### config.mk
export PLATFORM = sky130hd
export DESIGN_NAME = sinc3_decim
export DESIGN_NICKNAME = d
export VERILOG_FILES = /design/src/rtl/sinc3_pkg.sv /design/src/rtl/sinc3_integ.sv /design/src/rtl/sinc3_comb.sv /design/src/rtl/sinc3_fmt.sv /design/src/rtl/sinc3_decim.sv
export SDC_FILE = /design/constraint.sdc
export NUM_CORES = 1
export LEC_CHECK = 0
export BUFFER_PORTS_ARGS = -buffer_cell sky130_fd_sc_hd__buf_4
export CELL_PAD_IN_SITES_DETAIL_PLACEMENT = 1
export CELL_PAD_IN_SITES_GLOBAL_PLACEMENT = 2
export CORE_UTILIZATION = 44
export DETAILED_ROUTE_END_ITERATION = 10
export GPL_ROUTABILITY_DRIVEN = 0
export PLACE_DENSITY_LB_ADDON = 0.1
export SLEW_MARGIN = 40
export SYNTH_ARGS = -nofsm -noshare
export SYNTH_HDL_FRONTEND = slang
export SYNTH_SLANG_ARGS = --single-unit
### constraint.sdc
create_clock -name clk -period 19.68 [get_ports clk]
set_input_delay 3.936 -clock clk [delete_from_list [all_inputs] [get_ports clk]]
set_output_delay 3.936 -clock clk [all_outputs]
set_load 0.02 [all_outputs]
### src/rtl/sinc3_pkg.sv
package sinc3_pkg;

    // number of running-sum and difference stages (cubic response)
    localparam int ORDER  = 3;
    // rate code = {clock-range bit, two rate bits}
    localparam int RATE_W = 2;
    localparam int CODE_W = RATE_W + 1;

    // output periods seen since the last restart
    typedef enum logic [1:0] {
        WARM0     = 2'd0,
        WARM1     = 2'd1,
        WARM2     = 2'd2,
        WARM_DONE = 2'd3
    } warm_e;

endpackage

### src/rtl/sinc3_integ.sv
module sinc3_integ
    import sinc3_pkg::*;
#(
    parameter int ACC_W = 29
) (
    input  logic             clk,
    input  logic             rst_n,
    input  logic             clr,
    input  logic             en,
    input  logic             bit_in,
    output logic [ACC_W-1:0] acc_out
);

    typedef struct packed {
        logic [ORDER-1:0][ACC_W-1:0] acc;
    } integ_st_t;

    integ_st_t st_d, st_q;
    logic [ACC_W-1:0] step_val;

    always_comb begin
        st_d     = st_q;
        step_val = bit_in ? ACC_W'(1) : {ACC_W{1'b1}};
        if (clr) begin
            st_d = '0;
        end else if (en) begin
            for (int i = 0; i < ORDER; i++) begin
                if (i == 0) begin
                    st_d.acc[i] = st_q.acc[i] + step_val;
                end else begin
                    st_d.acc[i] = st_q.acc[i] + st_d.acc[i-1];
                end
            end
        end
    end

    always_ff @(posedge clk or negedge rst_n) begin
        if (!rst_n) begin
            st_q <= '0;
        end else begin
            st_q <= st_d;
        end
    end

    assign acc_out = st_q.acc[ORDER-1];

    AST_INTEG_CLEARED: assert property (@(posedge clk) disable iff (!rst_n)
        clr |=> (acc_out == '0));

    AST_INTEG_UNIT_STEP: assert property (@(posedge clk) disable iff (!rst_n)
        (en && !clr) |=> ((st_q.acc[0] - $past(st_q.acc[0]))
                          == ($past(bit_in) ? ACC_W'(1) : {ACC_W{1'b1}})));

endmodule

### src/rtl/sinc3_comb.sv
module sinc3_comb
    import sinc3_pkg::*;
#(
    parameter int ACC_W = 29
) (
    input  logic             clk,
    input  logic             rst_n,
    input  logic             clr,
    input  logic             en,
    input  logic [ACC_W-1:0] in_val,
    output logic [ACC_W-1:0] out_val
);

    typedef struct packed {
        logic [ORDER-1:0][ACC_W-1:0] dly;
    } comb_st_t;

    comb_st_t st_d, st_q;
    logic [ORDER-1:0][ACC_W-1:0] diff;

    always_comb begin
        st_d = st_q;
        for (int i = 0; i < ORDER; i++) begin
            if (i == 0) begin
                diff[i] = in_val - st_q.dly[i];
            end else begin
                diff[i] = diff[i-1] - st_q.dly[i];
            end
        end
        if (clr) begin
            st_d = '0;
        end else if (en) begin
            for (int i = 0; i < ORDER; i++) begin
                st_d.dly[i] = (i == 0) ? in_val : diff[i-1];
            end
        end
    end

    always_ff @(posedge clk or negedge rst_n) begin
        if (!rst_n) begin
            st_q <= '0;
        end else begin
            st_q <= st_d;
        end
    end

    assign out_val = diff[ORDER-1];

    AST_COMB_CLEARED: assert property (@(posedge clk) disable iff (!rst_n)
        clr |=> (st_q.dly == '0));

endmodule

### src/rtl/sinc3_fmt.sv
module sinc3_fmt #(
    parameter int ACC_W = 29,
    parameter int OUT_W = 16,
    parameter int LOG_W = 4
) (
    input  logic [ACC_W-1:0] res,
    input  logic [LOG_W-1:0] log_r,
    input  logic             unipolar,
    output logic [OUT_W-1:0] word
);

    localparam int EW = ACC_W + OUT_W + 1;
    localparam logic signed [EW-1:0] HALF = EW'(1) <<< (OUT_W - 1);
    localparam logic signed [EW-1:0] MAXV = (EW'(1) <<< OUT_W) - EW'(1);

    logic signed [EW-1:0] wide;
    logic signed [EW-1:0] level;
    logic signed [EW-1:0] coded;
    logic [LOG_W+1:0]     sh;

    always_comb begin
        // full scale is N^3 = 2^(3*log_r); rescale it to half the output range
        sh    = {2'b00, log_r} + {1'b0, log_r, 1'b0};
        wide  = {{(EW-ACC_W){res[ACC_W-1]}}, res};
        level = (wide <<< (OUT_W - 1)) >>> sh;
        coded = unipolar ? (level <<< 1) : (level + HALF);
        if (coded < 0) begin
            word = '0;
        end else if (coded > MAXV) begin
            word = '1;
        end else begin
            word = coded[OUT_W-1:0];
        end
    end

    AST_FMT_RANGE: assert final (!(unipolar && (level <= 0)) || (word == '0));

endmodule

### src/rtl/sinc3_decim.sv
module sinc3_decim
    import sinc3_pkg::*;
#(
    parameter int LOG_MIN_RATIO = 2,
    parameter int OUT_W         = 16
) (
    input  logic              clk,
    input  logic              rst_n,
    input  logic              mod_bit,
    input  logic              mod_strobe,
    input  logic              clk_range,
    input  logic [RATE_W-1:0] rate_sel,
    input  logic              unipolar,
    input  logic              sync,
    input  logic              word_taken,
    output logic [OUT_W-1:0]  dout,
    output logic              word_valid,
    output logic              data_ready_n
);

    localparam int LOG_MAX = LOG_MIN_RATIO + (1 << CODE_W) - 1;
    localparam int ACC_W   = 3 * LOG_MAX + 2;
    localparam int CNT_W   = LOG_MAX;
    localparam int LOG_W   = $clog2(LOG_MAX + 1);

    typedef struct packed {
        logic [CNT_W-1:0]  cnt;
        logic [CODE_W-1:0] code;
        warm_e             warm;
        logic              dec;
        logic              pend;
        logic [OUT_W-1:0]  pend_word;
        logic [OUT_W-1:0]  dout;
        logic              valid;
        logic              rdy_n;
    } ctl_st_t;

    ctl_st_t st_d, st_q;

    logic [CODE_W-1:0] code_in;
    logic [LOG_W-1:0]  log_r;
    logic [CNT_W:0]    last_idx;
    logic              at_last;
    logic              restart;
    logic              filt_clr;
    logic [ACC_W-1:0]  integ_out;
    logic [ACC_W-1:0]  comb_out;
    logic [OUT_W-1:0]  fmt_word;

    assign code_in  = {clk_range, rate_sel};
    assign log_r    = LOG_W'(LOG_MIN_RATIO) + LOG_W'(st_q.code);
    assign last_idx = ((CNT_W+1)'(1) << log_r) - (CNT_W+1)'(1);
    assign at_last  = ({1'b0, st_q.cnt} == last_idx);
    assign restart  = mod_strobe && at_last && (code_in != st_q.code) && !sync;
    assign filt_clr = sync || restart;

    sinc3_integ #(.ACC_W(ACC_W)) u_integ (
        .clk     (clk),
        .rst_n   (rst_n),
        .clr     (filt_clr),
        .en      (mod_strobe && !sync),
        .bit_in  (mod_bit),
        .acc_out (integ_out)
    );

    sinc3_comb #(.ACC_W(ACC_W)) u_comb (
        .clk     (clk),
        .rst_n   (rst_n),
        .clr     (filt_clr),
        .en      (st_q.dec && !sync),
        .in_val  (integ_out),
        .out_val (comb_out)
    );

    sinc3_fmt #(.ACC_W(ACC_W), .OUT_W(OUT_W), .LOG_W(LOG_W)) u_fmt (
        .res      (comb_out),
        .log_r    (log_r),
        .unipolar (unipolar),
        .word     (fmt_word)
    );

    always_comb begin
        st_d       = st_q;
        st_d.valid = 1'b0;
        st_d.dec   = 1'b0;
        st_d.pend  = 1'b0;
        if (sync) begin
            st_d.cnt  = '0;
            st_d.code = code_in;
            st_d.warm = WARM0;
        end else begin
            // one decimated sample through the difference stages
            if (st_q.dec) begin
                if (st_q.warm == WARM2 || st_q.warm == WARM_DONE) begin
                    st_d.pend      = 1'b1;
                    st_d.pend_word = fmt_word;
                    st_d.rdy_n     = 1'b1;
                end
                if (st_q.warm != WARM_DONE) begin
                    st_d.warm = warm_e'(st_q.warm + 2'd1);
                end
            end
            // sample counting and period boundary
            if (mod_strobe) begin
                if (at_last) begin
                    st_d.cnt = '0;
                    if (restart) begin
                        st_d.code = code_in;
                        st_d.warm = WARM0;
                    end else begin
                        st_d.dec = 1'b1;
                    end
                end else begin
                    st_d.cnt = st_q.cnt + CNT_W'(1);
                end
            end
            // publish
            if (st_q.pend) begin
                st_d.dout  = st_q.pend_word;
                st_d.valid = 1'b1;
                st_d.rdy_n = 1'b0;
            end
        end
        if (word_taken && !(st_q.pend && !sync)) begin
            st_d.rdy_n = 1'b1;
        end
    end

    always_ff @(posedge clk or negedge rst_n) begin
        if (!rst_n) begin
            st_q       <= '0;
            st_q.code  <= 3'b110;
            st_q.warm  <= WARM0;
            st_q.rdy_n <= 1'b1;
        end else begin
            st_q <= st_d;
        end
    end

    assign dout         = st_q.dout;
    assign word_valid   = st_q.valid;
    assign data_ready_n = st_q.rdy_n;

    AST_NO_WORD_IN_SYNC: assert property (@(posedge clk) disable iff (!rst_n)
        sync |=> !word_valid);

    AST_WORD_AFTER_WARMUP: assert property (@(posedge clk) disable iff (!rst_n)
        word_valid |-> (st_q.warm == WARM_DONE));

    AST_WORD_LOWERS_READY: assert property (@(posedge clk) disable iff (!rst_n)
        word_valid |-> !data_ready_n);

    AST_DOUT_HELD: assert property (@(posedge clk) disable iff (!rst_n)
        !word_valid |-> $stable(dout));

    AST_SYNC_KEEPS_READY: assert property (@(posedge clk) disable iff (!rst_n)
        (sync && !data_ready_n && !word_taken) |=> !data_ready_n);

    AST_RATE_AT_BOUNDARY: assert property (@(posedge clk) disable iff (!rst_n)
        (!sync && !(mod_strobe && at_last)) |=> $stable(st_q.code));

endmodule

==> flow_summary.ini <==
[critical_path]
crit_fanout = 12
r2r-start = u_integ.acc_out[1]
critPathCapture = st_q[18]
worst_ep_arrival_time_ps = 12390
startpoint_type = flip-flop
worstSetupEndpointType = flip-flop
path_buf_inv = 1
reg2reg_depth = 51
crit_type = flip-flop to flip-flop
crit_path_start = u_integ.acc_out[1]
crit_top_cell = o21ai_0
critPathTopFamily = compound AO/OA/AOI/OAI gates
r2r_end = st_q[18]
slowest_delay_ps = 550
worstPathRequired_ps = 20140
critical_path_cell_count = 51
crit_slowest_cell = o31ai_2
r2r_setup_slack_ps = 7740

[layout]
n_fill_cell = 5646
final_common_cell = dfrtp_1
nets = 2708
register_area_um2 = 5609
multiInputGateArea_um2 = 14520
layout_common_cells = 221 x dfrtp_1, 207 x nor2_1, 200 x nand2_1
drive_gt1_share_pct = 8.750
syn_to_final_growth_pct = 7.882

[floorplan]
die_y_um = 221.6
io_pins = 28
core-area_um2 = 47650
die_w_um = 221.6
num_rows = 80
start_util_pct = 44.54
die_area_um2 = 49120

[timing]
drv_slew = 0
fin_crit_sh_pct = 60.65
fmax_mhz = 83.78
clock_skew_ps = 26.29
post-route-min-period_ps = 11940
timing.slew.headroom_pct = 40.92
setup_violations = 0
hold_violations = 0
setup_tns_ps = 0
worst_slew_pin_slew_ps = 886.2
rsz0062_at_grt = false

[outcome]
outcome = finished, final reports clean

[placed_design]
port_buffers = 27
hpwl_mm = 47.77

[synthesis]
synthesis.nets = 2761
synth-edff-count = 0
ys_ff_latch = 224
netlist_area_um2 = 21220
ys_seq_area_share_pct = 26.43
yosysWarnings = 0
postSynthAreaPerCell_um2 = 8.264
synth_ff_type = dfrtp_1
postSynthCellCount = 2568
synth_cell_type_count = 109
async_reset_ff_share_pct = 100.0

[drt]
drc_errors = 0
drtAntennaViolNets = 0
wl_mm = 64.92
vias = 19490
drt-initial-drc-count = 1089
drt_pass1_iterations = 5
avgViaCountPerCell = 6.183
post_drt_wl_per_cell_um = 20.59

[clock_network]
clock_latency_ps = 590
cts_num_sinks = 224
htreeDepth = 1
cts_hold_buf = 0
cts_tree = done
cts_made_buffers = 29
root_buffer = clkbuf_16
clk_pin_slew_ps = 60
cts.repair.resized = 0
postCtsSetupRepairBufs = 0
cts_buffer_depth = 3

[global_routing]
grt_pass1_vias = 20310
grt-ovfl-total = 0
grt_pass1_wl_mm = 108.1
grt_use_total_pct = 26.42
grt_max_degree = 130
antenna_found_initial = 1

[hold_path]
min_path_type = flip-flop to flip-flop

[flow_run]
cap_viol_max_count = 0
==> worst min path at each step <==
stage | startpoint | to | slack [ps] | cells after the start
4_1_cts | u_comb.st_q[57] | u_comb.st_q[57] | 490 | 2
6_report | u_comb.st_q[57] | u_comb.st_q[57] | 490 | 2
3_3_place_gp | u_comb.st_q[57] | u_comb.st_q[57] | 470 | 2
3_5_place_dp | u_comb.st_q[58] | u_comb.st_q[58] | 480 | 2
2_1_floorplan | u_comb.st_q[57] | u_comb.st_q[57] | 450 | 2
5_1_grt | st_q[33] | dout[15] | 520 | 1
==> per-stage QoR <==
stage | cell area [um^2] | utilization, % | worst slack, ps | cells | hold WS [ps]
finish | 22900 | 48.05 | 7744 | 3153 | 487.4
global route | 22890 | 48.05 | 6657 | 3152 | 518.5
CTS | 22820 | 47.89 | 7647 | 3148 | 493.7
detailed placement | 21820 | 45.79 | 7744 | 3095 | 483.0
global placement | 21810 | 45.77 | 8304 | 3095 | 467.4
floorplan | 21220 | - | 9603 | 2568 | 451.6
==> cell usage after synthesis, types with 18 or more instances <==
| cell type | count | area, um^2 |
|---|---|---|
| a211oi_1 | 32 | 240.2 |
| a21boi_0 | 18 | 135.1 |
| a21o_1 | 39 | 292.8 |
| a21oi_1 | 172 | 860.8 |
| a22o_1 | 139 | 1217 |
| a31oi_1 | 30 | 187.7 |
| and2_1 | 25 | 156.4 |
| and3_1 | 28 | 175.2 |
| buf_4 | 18 | 135.1 |
| clkbuf_1 | 86 | 322.8 |
| dfrtp_1 | 221 | 5530 |
| ha_1 | 177 | 2215 |
| inv_1 | 144 | 540.5 |
| mux2_2 | 28 | 315.3 |
| mux2i_1 | 26 | 260.3 |
| nand2_1 | 201 | 754.5 |
| nand2b_1 | 28 | 175.2 |
| nand3_1 | 69 | 345.3 |
| nand4_1 | 21 | 131.4 |
| nor2_1 | 208 | 780.8 |
| nor2b_1 | 32 | 200.2 |
| nor3_1 | 87 | 435.4 |
| o211ai_1 | 28 | 210.2 |
| o21a_1 | 29 | 217.7 |
| o21ai_0 | 185 | 925.9 |
| o31ai_1 | 25 | 187.7 |
| or3_1 | 24 | 150.1 |
| xnor2_1 | 102 | 893.4 |
| xor2_1 | 47 | 411.6 |
==> flip-flops by register name, summed over array words and instances (netlist names) <==
| signal | cells |
|---|---|
| u_comb.st_q | 87 |
| u_integ.st_q | 58 |
| st_q | 32 |
| u_integ.acc_out | 29 |
| dout | 16 |
| data_ready_n | 1 |
| word_valid | 1 |
==> worst register-to-register path: cells and delay by family, from the launching register on <==
| kind | cells | cell delay [ps] |
|---|---|---|
| simple gates | 12 | 2040 |
| flops | 1 | 410 |
| compound gates | 31 | 7190 |
| fa+ha+maj | 4 | 1220 |
| buf+inv | 1 | 290 |
| xor+xnor | 3 | 670 |
==> final cells by class <==
cell class / count / area share, %
Tap cell: 615 / 3.361
Antenna cell: 1 / 0.01093
Clock buffer: 41 / 3.672
Inverter: 145 / 2.377
Clock inverter: 12 / 0.6940
Timing Repair Buffer: 52 / 1.989
Multi-Input combinational cell: 2063 / 63.40
Sequential cell: 224 / 24.50
==> routing by layer <==
layer  GRT usage, %  share of wire [%]
met4          10.73                4.3
met1          34.11                 45
met5              0                  0
met3          2.770                3.0
met2          45.10                 47
==> cell families (layout without fill, tap and decap cells) <==
| group | after synthesis | count (layout) | share of synthesized area [%] |
|---|---|---|---|
| other | 0 | 1 | 0 |
| xor gates and xnor gates | 151 | 151 | 6.373 |
| DFF | 224 | 224 | 26.43 |
| buffers and inverters | 281 | 250 | 5.477 |
| muxes | 60 | 60 | 3.272 |
| and+or+nand+nor | 789 | 789 | 18.22 |
| AOI/OAI and AO/OA | 880 | 880 | 29.22 |
| adders and majority gates | 183 | 183 | 11.00 |
Power is not shown: default switching activity piles up to over one toggle a cycle in this logic, so the estimate is an artifact.
